File: src/rtl/fltc_pkg.sv
package fltc_pkg;
   typedef enum logic [2:0] {
      FC_NONE    = 3'd0,
      FC_MAPF    = 3'd1,
      FC_STACK   = 3'd2,
      FC_MANY    = 3'd3,
      FC_NOTEMU  = 3'd4,
      FC_NOTMAP  = 3'd5,
      FC_UNKNOWN = 3'd6
   } fclass_t;

   localparam int FC_NUM = 6;
   localparam logic [2:0] FC_FIRST_FATAL = 3'd3;
endpackage

File: src/rtl/fltc_decode.sv
module fltc_decode #(
   parameter int CNT_W = 2
) (
   input  logic [CNT_W-1:0] cnt,
   input  logic             emu_src,
   input  logic             map_bad,
   input  logic [1:0]       stk,
   output fltc_pkg::fclass_t cls,
   output logic             recov
);
   import fltc_pkg::*;

   logic no_mem_fault;
   logic one_fault;

   assign no_mem_fault = &cnt;
   assign one_fault    = ~|cnt;

   always_comb begin
      if (no_mem_fault) begin
         cls = (stk != 2'b00) ? FC_STACK : FC_UNKNOWN;
      end else if (!one_fault) begin
         cls = FC_MANY;
      end else if (!emu_src) begin
         cls = FC_NOTEMU;
      end else if (map_bad) begin
         cls = FC_NOTMAP;
      end else begin
         cls = FC_MAPF;
      end
   end

   assign recov = (cls == FC_MAPF) || (cls == FC_STACK);
endmodule

File: src/rtl/fltc_state.sv
module fltc_state (
   input  logic              clk,
   input  logic              rst_n,
   input  logic              stb,
   input  logic              ack,
   input  fltc_pkg::fclass_t cls_in,
   input  logic              recov_in,
   output fltc_pkg::fclass_t code,
   output logic              accept,
   output logic              pass
);
   import fltc_pkg::*;

   assign accept = stb && ((code == FC_NONE) || ack);

   always_ff @(posedge clk) begin
      if (!rst_n) begin
         code <= FC_NONE;
         pass <= 1'b0;
      end else begin
         pass <= accept && recov_in;
         if (accept) begin
            code <= cls_in;
         end else if (ack) begin
            code <= FC_NONE;
         end
      end
   end
endmodule

File: src/rtl/fltc_capture.sv
module fltc_capture #(
   parameter int PC_W   = 16,
   parameter int DATA_W = 16
) (
   input  logic              clk,
   input  logic              rst_n,
   input  logic              load,
   input  logic [PC_W-1:0]   pc_n,
   input  logic [DATA_W-1:0] data,
   output logic [PC_W-1:0]   pc_q,
   output logic [DATA_W-1:0] data_q
);
   always_ff @(posedge clk) begin
      if (!rst_n) begin
         pc_q   <= '0;
         data_q <= '0;
      end else if (load) begin
         pc_q   <= ~pc_n;
         data_q <= data;
      end
   end
endmodule

File: src/rtl/fault_classifier.sv
module fault_classifier #(
   parameter int CNT_W  = 2,
   parameter int PC_W   = 16,
   parameter int DATA_W = 16
) (
   input  logic              clk,
   input  logic              rst_n,
   input  logic              flt_stb,
   input  logic              flt_ack,
   input  logic [CNT_W-1:0]  flt_cnt,
   input  logic              emu_src,
   input  logic              map_bad,
   input  logic [1:0]        stk_err,
   input  logic [PC_W-1:0]   pc_n,
   input  logic [DATA_W-1:0] store_data,
   output logic [2:0]        cls_code,
   output logic [5:0]        cls_onehot,
   output logic              emu_pass,
   output logic [2:0]        halt_code,
   output logic [PC_W-1:0]   cap_pc,
   output logic [DATA_W-1:0] cap_data
);
   import fltc_pkg::*;

   if (CNT_W < 1) begin : g_bad_cnt
      $error("CNT_W must be at least 1");
   end
   if (PC_W < 1) begin : g_bad_pc
      $error("PC_W must be at least 1");
   end
   if (DATA_W < 1) begin : g_bad_data
      $error("DATA_W must be at least 1");
   end

   fclass_t dec_cls;
   fclass_t held;
   logic    dec_recov;
   logic    accept;

   fltc_decode #(.CNT_W(CNT_W)) u_decode (
      .cnt     (flt_cnt),
      .emu_src (emu_src),
      .map_bad (map_bad),
      .stk     (stk_err),
      .cls     (dec_cls),
      .recov   (dec_recov)
   );

   fltc_state u_state (
      .clk      (clk),
      .rst_n    (rst_n),
      .stb      (flt_stb),
      .ack      (flt_ack),
      .cls_in   (dec_cls),
      .recov_in (dec_recov),
      .code     (held),
      .accept   (accept),
      .pass     (emu_pass)
   );

   fltc_capture #(.PC_W(PC_W), .DATA_W(DATA_W)) u_capture (
      .clk    (clk),
      .rst_n  (rst_n),
      .load   (accept && dec_recov),
      .pc_n   (pc_n),
      .data   (store_data),
      .pc_q   (cap_pc),
      .data_q (cap_data)
   );

   assign cls_code  = held;
   assign halt_code = (held >= FC_FIRST_FATAL) ? held : 3'd0;

   for (genvar i = 0; i < FC_NUM; i++) begin : g_onehot
      assign cls_onehot[i] = (held == 3'(i + 1));
   end
endmodule

File: config.mk
export PLATFORM = sky130hd
export DESIGN_NAME = fault_classifier
export DESIGN_NICKNAME = d
export VERILOG_FILES = /design/src/rtl/fltc_pkg.sv /design/src/rtl/fltc_decode.sv /design/src/rtl/fltc_state.sv /design/src/rtl/fltc_capture.sv /design/src/rtl/fault_classifier.sv
export SDC_FILE = /design/constraint.sdc
export NUM_CORES = 1
export LEC_CHECK = 0
export ABC_AREA = 0
export BUFFER_PORTS_ARGS = -buffer_cell sky130_fd_sc_hd__buf_2
export CORE_MARGIN = 8
export CORE_UTILIZATION = 43
export CTS_CLUSTER_DIAMETER = 150
export DETAILED_ROUTE_END_ITERATION = 8
export PLACE_DENSITY = 0.79
export SYNTH_ARGS = -nofsm -noshare
export SYNTH_HDL_FRONTEND = slang
export SYNTH_HIERARCHICAL = 1
export SYNTH_SLANG_ARGS = --single-unit
File: constraint.sdc
create_clock -name clk -period 1.75 [get_ports clk]
set_input_delay 0.0875 -clock clk [delete_from_list [all_inputs] [get_ports clk]]
set_output_delay 0.0875 -clock clk [all_outputs]
set_load 0.005 [all_outputs]
Word level (Yosys, flattened, before mapping)
Index checks and enable logic that the tools add are counted.

Logic and storage cells: 31. Bits in registers: 36. Input bits: 42.

$lt $le $gt $ge: 1. Bitwise operators: 1. Mux-type cells: 8. Reductions and logical operators: 9. Equal/unequal tests: 8.

Operators with widths (count): $mux W3 (8); $not A16 Y16 (1); $eq A3 B2 Y1 const B (3); $eq A3 B3 Y1 const B (3); $eq A3 B1 Y1 const B (2); $reduce_bool A2 Y1 (2); $ge A3 B2 Y1 const B (1); $logic_not A3 Y1 (1); $logic_and A1 B1 Y1 (2); $logic_or A1 B1 Y1 (2); $reduce_and A2 Y1 (1); $reduce_or A2 Y1 (1).

Longest topological paths before layout
Gate-level depths: netlist (run 1).

Depth in word-level cells: 7. Mapped depth: 7. Depth with buffers taken out: 5.

By module
The synthesis (run 1) kept the hierarchy.

By module, submodules not included: fltc_capture (times used 1, cells an instance 104, area an instance 1188.6 sq um); fltc_state (times used 1, cells an instance 16, area an instance 182.7 sq um); fault_classifier (times used 1, cells an instance 10, area an instance 77.6 sq um); fltc_decode (times used 1, cells an instance 8, area an instance 56.3 sq um).

Worst setup path before layout (run 1)
No wires, ideal clock.

Kind: reg-to-reg. From: reg u_state.code[2]. To: reg u_capture.pc_q[10]. Path buffers: 2. Path slack: 0.196 ns. Arrival: 1.437 ns. Stages on the path, launching flop included: 7. Path through: dfxtp_1 -> nor3_1 -> o21a_1 -> and2_1 -> buf_6 -> buf_6 -> o211a_1.

Cells in the longest elaborated chain, start to end: 4.

Ends and longest elaborated chain: start, declared (line fltc_state.sv:8) `output fltc_pkg::fclass_t code,`; start signal, assigned (line fltc_state.sv:23) `code <= cls_in;`; $logic_not A3 Y1 (line fltc_state.sv:14) `assign accept = stb && ((code == FC_NONE) || ack);`; $logic_or A1 B1 Y1 (line fltc_state.sv:14); $logic_and A1 B1 Y1 (line fltc_state.sv:14); via accept (line fault_classifier.sv:38) `logic accept;`; $logic_and A1 B1 Y1 (line fault_classifier.sv:64) `.load (accept && dec_recov),`; end signal, assigned (line fltc_capture.sv:18) `pc_q <= ~pc_n;`; end, declared (line fltc_capture.sv:10) `output logic [PC_W-1:0] pc_q,`.

The timed path passes the listed nets, and every way through them passes these cells. A chain may end at the register's enable or synchronous reset.

Final worst setup path (run 1)
From: reg u_state.code[2]. To: reg u_capture.data_q[1].

Cells in the longest elaborated chain, start to end: 4.

Ends and longest elaborated chain: $logic_not A3 Y1 (line fltc_state.sv:14); $logic_or A1 B1 Y1 (line fltc_state.sv:14); $logic_and A1 B1 Y1 (line fltc_state.sv:14); via accept (line fault_classifier.sv:38); $logic_and A1 B1 Y1 (line fault_classifier.sv:64); end signal, assigned (line fltc_capture.sv:19) `data_q <= data;`; end, declared (line fltc_capture.sv:11) `output logic [DATA_W-1:0] data_q`.

The timed path passes the listed nets, and every way through them passes these cells.

==> results.txt, run 1 <==
Final HPWL from detailed placement -> 2.85 mm
Number of buffers added on ports -> 86
Hold worst-path end -> u_capture/data_q[14]$_SDFFE_PN0P_
Slowest cell on the critical path -> dfxtp_1
Crit path buf inv count -> 1
Synth Warn # -> 6
Overall die area -> 5650 um^2
Clock-pin slew reported for the worst setup and hold paths after clock tree synthesis -> 0.11 ns
Pin count of the biggest net entering global routing -> 40
Worst R2R End -> u_capture/data_q[1]$_SDFFE_PN0P_
Maximum frequency from static timing analysis -> 660 MHz
RSZ-0062 raised after global routing -> no
Final net count -> 288
Delay of the slowest cell on the worst path -> 0.32 ns
Fraction of layout instances using a drive strength above 1 -> 42.5%
Die boundary height -> 75.2 um
Worst Setup Path Type -> reg -> reg
Per-instance average area after synthesis -> 10.9 um^2
Number of max-slew violations in the final report -> 0
Launch point of the worst hold path -> store_data[14]
Worst R2R Start -> u_state/code[2]$_SDFFE_PN0P_
Peak ir drop on the vdd network -> 0.000638 V
Vias in the first global route -> 1399
Switching power -> 402 uW
Clk network pwr share -> 28.5%
Number of H-tree levels -> 2
Count of state elements after synthesis -> 36
Capturing element type of the critical path -> flop
Sw Ratio -> 24.8%
Final-layout setup total negative slack -> 0 ns
Setup repair bufs after CTS -> 0
Arrival time reported for the critical path endpoint -> 1.75 ns
Static Leak -> 1.19 nW
Number of distinct standard cells referenced by the synthesized netlist -> 21
CTS Buffer Depth -> 2
Dominant delay contributor by cell family on the critical path -> simple AND/OR/NAND/NOR gates
Worst-path fanout max -> 12
Number of resized instances in the post-cts repair step -> 0
Share of the clock period used by the worst path -> 86.6%
HP Class -> in -> reg
Total I/O pin count -> 87
Cell chain of the critical path -> nor3_1 -> o21a_1 -> and2_2 -> buf_4 -> mux2i_1 -> nor2b_1
Row count -> 21
Total power of the final layout -> 1.62 mW
Post-route DRC -> 0
Slack of the worst reg-to-reg path -> 0.23 ns
Initial DRT Pass Iterations -> 4
Worst Max-Slew Pin Slew -> 0.609 ns
Outcome -> completed
Total standard cell area after synthesis -> 1510 um^2
Worst Hold Depth -> 3
Number of maximum-capacitance violations -> 0
Number of DRC violations after detailed-routing iteration 0 -> 98
Detailed-route wire length -> 4.16 mm
Total nets after synthesis -> 180
Share of total power in sequential cells -> 54.2%
Final worst setup slack -> 0.234 ns
Data required, critical path -> 1.98 ns
Setup slack after placement -> 0.257 ns
Number of CTS-inserted buffers -> 5
Pint -> 1.22 mW
CTS Hold Buffers Added -> 17
Instance count of the mapped netlist -> 138
Critical path startpoint category -> flop
Hold violation total from the final report -> 0
Total vias in the final route -> 1379
Number of antenna violations at the first check in global routing -> 0
Skew-Pair Late Insertion Delay -> 0.33 ns
Vias per std cell -> 4.69
Last weighted congestion value of the routability-driven placer -> 0.743
Worst-case clock skew -> 0.00857 ns
CTS tree -> yes
CTS root buffer -> clkbuf_4
Logic pwr share -> 17.4%
Proportion of synthesized chip area in sequential cells -> 47.9%
GR Overflow Total -> 0
Horiz. Die Dim -> 75.2 um
Global router's overall resource usage -> 14.6%
Worst reg-to-reg path cell count -> 6
Remaining antenna violation count after routing -> 0
Clock tree sinks -> 36
Area grow syn2layout -> 48.0%
Clock period minus worst slack -> 1.52 ns
Power Dens Cells -> 727 nW/um^2
Setup violation total in the final timing report -> 0
Global-route wire length before repair -> 6.31 mm
Placeable core region -> 3360 um^2
Normalized max-slew margin -> 59.4%
Initial core utilization -> 44.8%
Average wire per cell in the routed design -> 14.1 um
-- state kept, by name (all words and copies together) (netlist names) --
register,flops
u_state/pass,1
u_capture/data_q,16
u_capture/pc_q,16
u_state/code,3
-- logic make-up (layout without fill, tap and decap cells) --
logic type      count (synthesis)  after routing  synth area share (%)
compound gates                 29             29                  18.5
buf+inv                        10            119                  4.99
flops                          36             36                  47.9
mux                            16             16                  10.6
other cells                     0              1                     0
simple gates                   47             47                  18.0
-- synthesized netlist by cell type (all sizes together) --
master	count	share of area [%]
a41o	3	2.0
nor2	2	0.67
o2bb2ai	1	0.58
o21a	4	2.0
nor2b	17	7.1
nor3b	3	1.5
and2	1	0.42
o21bai	3	1.5
o211a	16	11
nand2	17	4.2
mux2i	16	11
nor3	1	0.33
clkbuf	4	1.0
buf	5	3.7
dfxtp	36	48
inv	1	0.25
and3b	6	3.7
o2111a	1	0.75
o32ai	1	1.1
-- worst max path at each step --
stage | start | cells past startpoint | to
after floorplan | u_state/code[2]$_SDFFE_PN0P_ | 6 | u_capture/pc_q[10]$_SDFFE_PN0P_
after global placement | u_state/code[2]$_SDFFE_PN0P_ | 6 | u_capture/data_q[10]$_SDFFE_PN0P_
after detailed placement | u_state/code[2]$_SDFFE_PN0P_ | 6 | u_capture/data_q[1]$_SDFFE_PN0P_
after CTS | u_state/code[2]$_SDFFE_PN0P_ | 6 | u_capture/data_q[1]$_SDFFE_PN0P_
after global routing | u_state/code[2]$_SDFFE_PN0P_ | 6 | u_capture/data_q[1]$_SDFFE_PN0P_
final | u_state/code[2]$_SDFFE_PN0P_ | 6 | u_capture/data_q[1]$_SDFFE_PN0P_
-- power by group through the flow --
stage / clock network, mW / logic [mW] / registers (mW)
2_1_floorplan: 0 / 0.116 / 0.909
3_3_place_gp: 0 / 0.246 / 0.895
3_5_place_dp: 0 / 0.250 / 0.896
4_1_cts: 0.477 / 0.279 / 0.878
5_1_grt: 0.517 / 0.308 / 0.883
6_report: 0.461 / 0.281 / 0.877
-- tightest hold or removal path, delay by kind of cell --
kind / cells / cell delay (ns)
buffers and inverters: 1 / 0.08
multiplexers: 1 / 0.05
AND/OR/NAND/NOR: 1 / 0.10
-- routing by layer --
layer  wire (um)  global-route usage (%)  up-vias  share of wire, %
li1            -                       -      707                 -
met1        1670                    15.9      623                40
met2        2160                    25.0       43                52
met3         278                    4.79        6               6.7
met4          48                    6.40        0               1.2
met5           0                       0        -                 0
-- layout make-up --
class / instances / area [um^2]
antenna: 1 / 2.50
clock buffer: 7 / 55.1
tap: 46 / 57.6
fill: 311 / 1130
sequential: 36 / 721
timing repair buffer: 110 / 671
multi-input combinational: 92 / 711
inverter: 1 / 3.75
clock inverter: 1 / 7.51
-- per-stage QoR --
stage / std cells / utilization, % / area, um^2 / hold slack, ns
after floorplan: 138 / - / 1510 / 0.216
after global placement: 266 / 58.7 / 1970 / 0.340
after detailed placement: 266 / 58.7 / 1970 / 0.352
after CTS: 291 / 65.6 / 2210 / 0.000189
after global routing: 293 / 66.2 / 2230 / 0.00615
final: 294 / 66.3 / 2230 / 0.0137
-- placed cells by master, fill, tap and decap left out, types with 4 or more instances in the layout --
cell type,count
buf_4,4
mux2i_1,16
buf_2,86
o21a_1,4
nand2_1,17
dfxtp_1,36
nor2b_1,17
o211a_1,16
dlygate4sd3_1,19
clkbuf_4,5
Power figures use the tool's default switching activity.
==> run 2: changes to the inputs <==
- CORE_UTILIZATION: 43 -> 39
- PLACE_DENSITY: 0.79 -> 0.75
- clock period: 1.75 -> 1.3 ns (I/O delays scaled with it)
==> run 2 against run 1 <==
The run now ends with negative setup slack left; critical path depth did not move; die area is 8.0% higher; combinational power is 30% higher; clock skew is 0.0053 ns lower; largest cell class unchanged.
==> results.txt, run 2 (synthesized netlist as in run 1, its figures left out) <==
CTS root buffer -> clkbuf_8 (was clkbuf_4)
Final worst setup slack -> -0.0889 ns (was 0.234 ns)
Post-route DRC -> 0 (unchanged)
Violated checks -> negative setup slack
Average wire per cell in the routed design -> 13.2 um (was 14.1 um)
Normalized max-slew margin -> 76.0% (was 59.4%)
Count of antenna diodes in the layout -> 0 (was 1)
Number of H-tree levels -> 2 (unchanged)
Horiz. Die Dim -> 78.1 um (was 75.2 um)
GR Overflow Total -> 0 (unchanged)
CTS tree -> yes (unchanged)
Share of the clock period used by the worst path -> 107% (was 86.6%)
CTS Hold Buffers Added -> 0 (was 17)
Number of max-slew violations in the final report -> 0 (unchanged)
Slack of the worst reg-to-reg path -> -0.09 ns (was 0.23 ns)
Final HPWL from detailed placement -> 2.92 mm (was 2.85 mm)
Worst reg-to-reg path cell count -> 6 (unchanged)
Vias per std cell -> 4.76 (was 4.69)
CTS Buffer Depth -> 2 (unchanged)
Critical path startpoint category -> flop (unchanged)
Fraction of layout instances using a drive strength above 1 -> 49.4% (was 42.5%)
Remaining antenna violation count after routing -> 0 (unchanged)
Overall die area -> 6100 um^2 (was 5650 um^2)
Worst-case hold slack -> 0.0377 ns (was 0.0137 ns)
Number of CTS-inserted buffers -> 5 (unchanged)
Worst R2R End -> u_capture/data_q[9]$_SDFFE_PN0P_ (was u_capture/data_q[1]$_SDFFE_PN0P_)
Number of DRC violations after detailed-routing iteration 0 -> 39 (was 98)
Startpoint of the most critical setup path -> u_state/code[0]$_SDFFE_PN0P_ (was u_state/code[2]$_SDFFE_PN0P_)
Clock-pin slew reported for the worst setup and hold paths after clock tree synthesis -> 0.07 ns (was 0.11 ns)
Clock tree sinks -> 36 (unchanged)
Power Dens Cells -> 1050 nW/um^2 (was 727 nW/um^2)
Wire length on met3 -> 340 um (was 278 um)
Highest-count cells in the layout ignoring fill and taps -> 86 x buf_2, 33 x dfxtp_1, 17 x nand2_1, 17 x nor2b_1 (was 86 x buf_2, 36 x dfxtp_1, 19 x dlygate4sd3_1)
Vias in the first global route -> 1382 (was 1399)
Global-route wire length before repair -> 6.08 mm (was 6.31 mm)
Maximum frequency from static timing analysis -> 720 MHz (was 660 MHz)
Outcome -> complete, but fails checks (was completed)
HP Class -> in -> reg (unchanged)
Peak ir drop on the vdd network -> 0.000670 V (was 0.000638 V)
Die boundary height -> 78.1 um (was 75.2 um)
Setup violation total in the final timing report -> 20 (was 0)
Routed met2 length -> 1.89 mm (was 2.16 mm)
Number of maximum-capacitance violations -> 0 (unchanged)
Worst R2R Start -> u_state/code[0]$_SDFFE_PN0P_ (was u_state/code[2]$_SDFFE_PN0P_)
Largest registers in the final layout -> u_capture/data_q x16, u_capture/pc_q x16, u_state/code x3 (unchanged)
Last weighted congestion value of the routability-driven placer -> 0.713 (was 0.743)
Capturing element type of the critical path -> flop (unchanged)
Hold violation total from the final report -> 0 (unchanged)
Termination of the worst setup path -> u_capture/data_q[9]$_SDFFE_PN0P_ (was u_capture/data_q[1]$_SDFFE_PN0P_)
Worst Max-Slew Pin Slew -> 0.360 ns (was 0.609 ns)
Worst-path fanout max -> 12 (unchanged)
Total vias in the final route -> 1337 (was 1379)
Number of buffers added on ports -> 86 (unchanged)
Global router's overall resource usage -> 12.0% (was 14.6%)
Row count -> 22 (was 21)
Most common cell after layout, fill and taps aside -> buf_2 (unchanged)
Met1 routed wirelength after detailed routing -> 1.45 mm (was 1.67 mm)
Data required, critical path -> 1.47 ns (was 1.98 ns)
Number of antenna violations at the first check in global routing -> 0 (unchanged)
Worst-case clock skew -> 0.00327 ns (was 0.00857 ns)
Placeable core region -> 3690 um^2 (was 3360 um^2)
Worst Setup Path Type -> reg -> reg (unchanged)
Top routing layer in use -> met4 (unchanged)
Initial DRT Pass Iterations -> 2 (was 4)
Setup slack after placement -> -0.100 ns (was 0.257 ns)
RSZ-0062 raised after global routing -> yes (was no)
Initial core utilization -> 40.8% (was 44.8%)
Total I/O pin count -> 87 (unchanged)
Skew-Pair Late Insertion Delay -> 0.28 ns (was 0.33 ns)
Area grow syn2layout -> 43.9% (was 48.0%)
Arrival time reported for the critical path endpoint -> 1.56 ns (was 1.75 ns)
Worst Hold Depth -> 3 (unchanged)
Static Leak -> 1.17 nW (was 1.19 nW)
Final net count -> 275 (was 288)
Clock period minus worst slack -> 1.39 ns (was 1.52 ns)
Pin count of the biggest net entering global routing -> 23 (was 40)
Detailed-route wire length -> 3.71 mm (was 4.16 mm)
[run 2: routing by layer]
layer | global-route usage [%] | up-vias
met4 | 3.89 | 0
met2 | 21.7 | 47
met5 | 0 | -
li1 | - | 681
met1 | 11.4 | 605
met3 | 6.04 | 4
[run 2: layout make-up]
type                    instances  area [um^2]
fillers                       347         1520
flip-flops and latches         36          732
multi-input cells              92          723
repair buffers                 97          567
clock buffers                   5         68.8
well taps                      48         60.1
clock inverters                 2         11.3
inverters                       1         3.75
[run 2: timing repair]
action	in CTS	in global routing
setup endpoints to repair	26	32
buffers inserted	0	1
pin swaps	0	0
gates resized for setup	1	1
[run 2: critical path: stages, from the launching register on]
cell and delay [ns]:
dfxtp_4 0.35, nor3_4 0.19, o21a_1 0.13, and2_4 0.20, buf_12 0.15, mux2i_1 0.20
nor2b_1 0.07
[run 2: how the worst min path moves through the flow]
stage / from / endpoint / slack, ns
3_5_place_dp: pc_n[15] / u_capture/pc_q[15]$_SDFFE_PN0P_ / 0.33
4_1_cts: pc_n[7] / u_capture/pc_q[7]$_SDFFE_PN0P_ / 0.03
5_1_grt: pc_n[12] / u_capture/pc_q[12]$_SDFFE_PN0P_ / 0.03
2_1_floorplan: rst_n / u_capture/data_q[0]$_SDFFE_PN0P_ / 0.19
3_3_place_gp: store_data[10] / u_capture/data_q[10]$_SDFFE_PN0P_ / 0.32
6_report: pc_n[7] / u_capture/pc_q[7]$_SDFFE_PN0P_ / 0.04
[run 2: where the power goes]
group          total (mW)  switching [mW]  internal [mW]
clock               0.723           0.360          0.363
sequential           1.18          0.0277           1.16
combinational       0.365           0.156          0.209
total                2.27           0.544           1.73
[run 2: metrics by stage]
step / power [mW] / cells / util, % / instance area, um^2 / TNS (ns)
6_report: 2.27 / 281 / 58.7 / 2170 / -1.08
5_1_grt: 2.40 / 281 / 58.7 / 2170 / -3.41
4_1_cts: 2.31 / 280 / 58.4 / 2150 / -1.04
3_5_place_dp: 1.57 / 273 / 56.1 / 2070 / -1.00
3_3_place_gp: 1.56 / 273 / 56.1 / 2070 / -0.480
2_1_floorplan: 1.38 / 138 / - / 1530 / -0.909
==> run 3: changes to the inputs <==
- SETUP_SLACK_MARGIN: unset -> 0.2
==> run 3 against run 2 <==
The flow still finishes with violations (negative setup slack); largest power group unchanged; sequential power hardly changed; clock skew rose by 0.0034 ns; sequential share of layout area is 1.2 points lower; utilization rose by 2.1 points; sequential cell count is the same; hold slack got worse by 0.0036 ns; critical endpoint unchanged; maximum frequency fell by 0.15%; wire length rose by 4.1%.
==> results.txt, run 3 (synthesized netlist as in run 1, its figures left out) <==
Outcome -> complete, but fails checks (unchanged)
Violated checks -> negative setup slack (unchanged)
Number of H-tree levels -> 2 (unchanged)
Static Leak -> 1.21 nW (was 1.17 nW)
Area grow syn2layout -> 49.1% (was 43.9%)
Number of maximum-capacitance violations -> 0 (unchanged)
Worst-case hold slack -> 0.0341 ns (was 0.0377 ns)
Critical path startpoint category -> flop (unchanged)
Peak ir drop on the vdd network -> 0.000682 V (was 0.000670 V)
Arrival time reported for the critical path endpoint -> 1.56 ns (about the same)
Total power of the final layout -> 2.30 mW (was 2.27 mW)
Most common cell after layout, fill and taps aside -> buf_2 (unchanged)
Final HPWL from detailed placement -> 2.92 mm (unchanged)
Share of the clock period used by the worst path -> 107% (about the same)
Number of max-slew violations in the final report -> 0 (unchanged)
Setup violation total in the final timing report -> 25 (was 20)
Skew-Pair Late Insertion Delay -> 0.28 ns (about the same)
Total I/O pin count -> 87 (unchanged)
Die boundary height -> 78.1 um (unchanged)
CTS root buffer -> clkbuf_8 (unchanged)
Post-route core utilization -> 60.9% (was 58.7%)
Vias in the first global route -> 1384 (was 1382)
Worst-path fanout max -> 12 (unchanged)
Final Non-Filler Cells -> 284 (was 281)
Number of instances in the placed design -> 273 (unchanged)
Highest-count cells in the layout ignoring fill and taps -> 83 x buf_2, 33 x dfxtp_1, 17 x nand2_1, 17 x nor2b_1 (was 86 x buf_2, 33 x dfxtp_1, 17 x nand2_1, 17 x nor2b_1)
Total cell area at the placement stage -> 2070 um^2 (unchanged)
Total vias in the final route -> 1336 (was 1337)
Initial core utilization -> 40.8% (unchanged)
Clock tree sinks -> 36 (unchanged)
Number of DRC violations after detailed-routing iteration 0 -> 43 (was 39)
Post-route DRC -> 0 (unchanged)
Hold violation total from the final report -> 0 (unchanged)
Number of inserted filler cells in the final layout -> 329 (was 347)
Average wire per cell in the routed design -> 13.6 um (was 13.2 um)
Row count -> 22 (unchanged)
Placeable core region -> 3690 um^2 (unchanged)
Remaining antenna violation count after routing -> 0 (unchanged)
Global-route wire length before repair -> 6.15 mm (was 6.08 mm)
Worst-case clock skew -> 0.00668 ns (was 0.00327 ns)
Number of CTS-inserted buffers -> 5 (unchanged)
RSZ-0062 raised after global routing -> yes (unchanged)
Normalized max-slew margin -> 75.3% (was 76.0%)
CTS Hold Buffers Added -> 0 (unchanged)
Worst Max-Slew Pin Slew -> 0.370 ns (was 0.360 ns)
Final worst setup slack -> -0.0910 ns (was -0.0889 ns)
Last weighted congestion value of the routability-driven placer -> 0.713 (unchanged)
HP Class -> in -> reg (unchanged)
Power Dens Cells -> 1020 nW/um^2 (was 1050 nW/um^2)
Horiz. Die Dim -> 78.1 um (unchanged)
Pin count of the biggest net entering global routing -> 23 (unchanged)
Final net count -> 278 (was 275)
Overall die area -> 6100 um^2 (unchanged)
Layout Cell Area excl Fill -> 2240 um^2 (was 2170 um^2)
Maximum frequency from static timing analysis -> 719 MHz (was 720 MHz)
Number of buffers added on ports -> 86 (unchanged)
Largest registers in the final layout -> u_capture/data_q x16, u_capture/pc_q x16, u_state/code x3 (unchanged)
Initial DRT Pass Iterations -> 3 (was 2)
Capturing element type of the critical path -> flop (unchanged)
Global router's overall resource usage -> 12.1% (was 12.0%)
Worst Setup Path Type -> reg -> reg (unchanged)
Number of antenna violations at the first check in global routing -> 0 (unchanged)
CTS tree -> yes (unchanged)
Count of antenna diodes in the layout -> 0 (unchanged)
GR Overflow Total -> 0 (unchanged)
Fraction of layout instances using a drive strength above 1 -> 51.3% (was 49.4%)
CTS Buffer Depth -> 2 (unchanged)
Data required, critical path -> 1.47 ns (about the same)
Detailed-route wire length -> 3.86 mm (was 3.71 mm)
Vias per std cell -> 4.70 (was 4.76)
Clock period minus worst slack -> 1.39 ns (about the same)
Clock-pin slew reported for the worst setup and hold paths after clock tree synthesis -> 0.07 ns (about the same)
-- run 3: cell types whose count changed in the layout (fill, tap and decap cells not counted) --
cell	delta
buf_6	+7
buf_4	-2
nor3b_1	-3
buf_8	+1
nor3b_2	+3
buf_2	-3
-- run 3: final cells by class --
type | count | area [um^2] | area share (%)
sequential | 36 | 732 | 32.6
multi-input combinational | 92 | 738 | 32.9
inverter | 1 | 3.75 | 0.167
timing repair buffer | 100 | 631 | 28.1
clock inverter | 2 | 11.3 | 0.502
clock buffer | 5 | 68.8 | 3.07
tap | 48 | 60.1 | 2.68
-- run 3: final timing paths --
kind | from | end | slack, ns | cells past startpoint
setup / recovery | u_state/code[0]$_SDFFE_PN0P_ | u_capture/data_q[9]$_SDFFE_PN0P_ | -0.09 | 6
hold / removal | pc_n[7] | u_capture/pc_q[7]$_SDFFE_PN0P_ | 0.03 | 3
setup reg to reg | u_state/code[0]$_SDFFE_PN0P_ | u_capture/data_q[9]$_SDFFE_PN0P_ | -0.09 | 6
hold reg to reg | u_capture/pc_q[0]$_SDFFE_PN0P_ | u_capture/pc_q[0]$_SDFFE_PN0P_ | 0.48 | 1
-- run 3: critical path: stages (launching register included) --
cell and delay (ns):
dfxtp_4 0.35, nor3_4 0.20, o21a_1 0.13, and2_4 0.20, buf_12 0.15, mux2i_1 0.20
nor2b_1 0.06
-- run 3: power breakdown --
group	total (mW)	switching, mW	internal (mW)
Sequential	1.18	0.0283	1.16
Combinational	0.391	0.164	0.226
Clock	0.725	0.362	0.363
Total	2.30	0.555	1.74
-- run 3: metrics by stage --
step                      setup WS [ns]  setup TNS (ns)
final                           -0.0910           -1.21
after global routing             -0.195           -3.66
after CTS                       -0.0985           -1.20
after detailed placement         -0.100           -1.00
after global placement          -0.0533          -0.480
after floorplan                 -0.0415          -0.909
-- run 3: repair_timing --
| action | 4_1_cts | 5_1_grt |
|---|---|---|
| setup endpoints to repair | 40 | 43 |
| buffers inserted | 3 | 1 |
| gates resized for setup | 5 | 9 |
| pin swaps | 0 | 1 |
-- run 3: per-layer routing --
metal	global-route usage, %	vias up	share of wire (%)
met2	22.0	42	53
met1	11.7	606	38
met3	6.04	2	8.9
li1	-	686	-
met5	0	-	0
met4	3.33	0	0.49
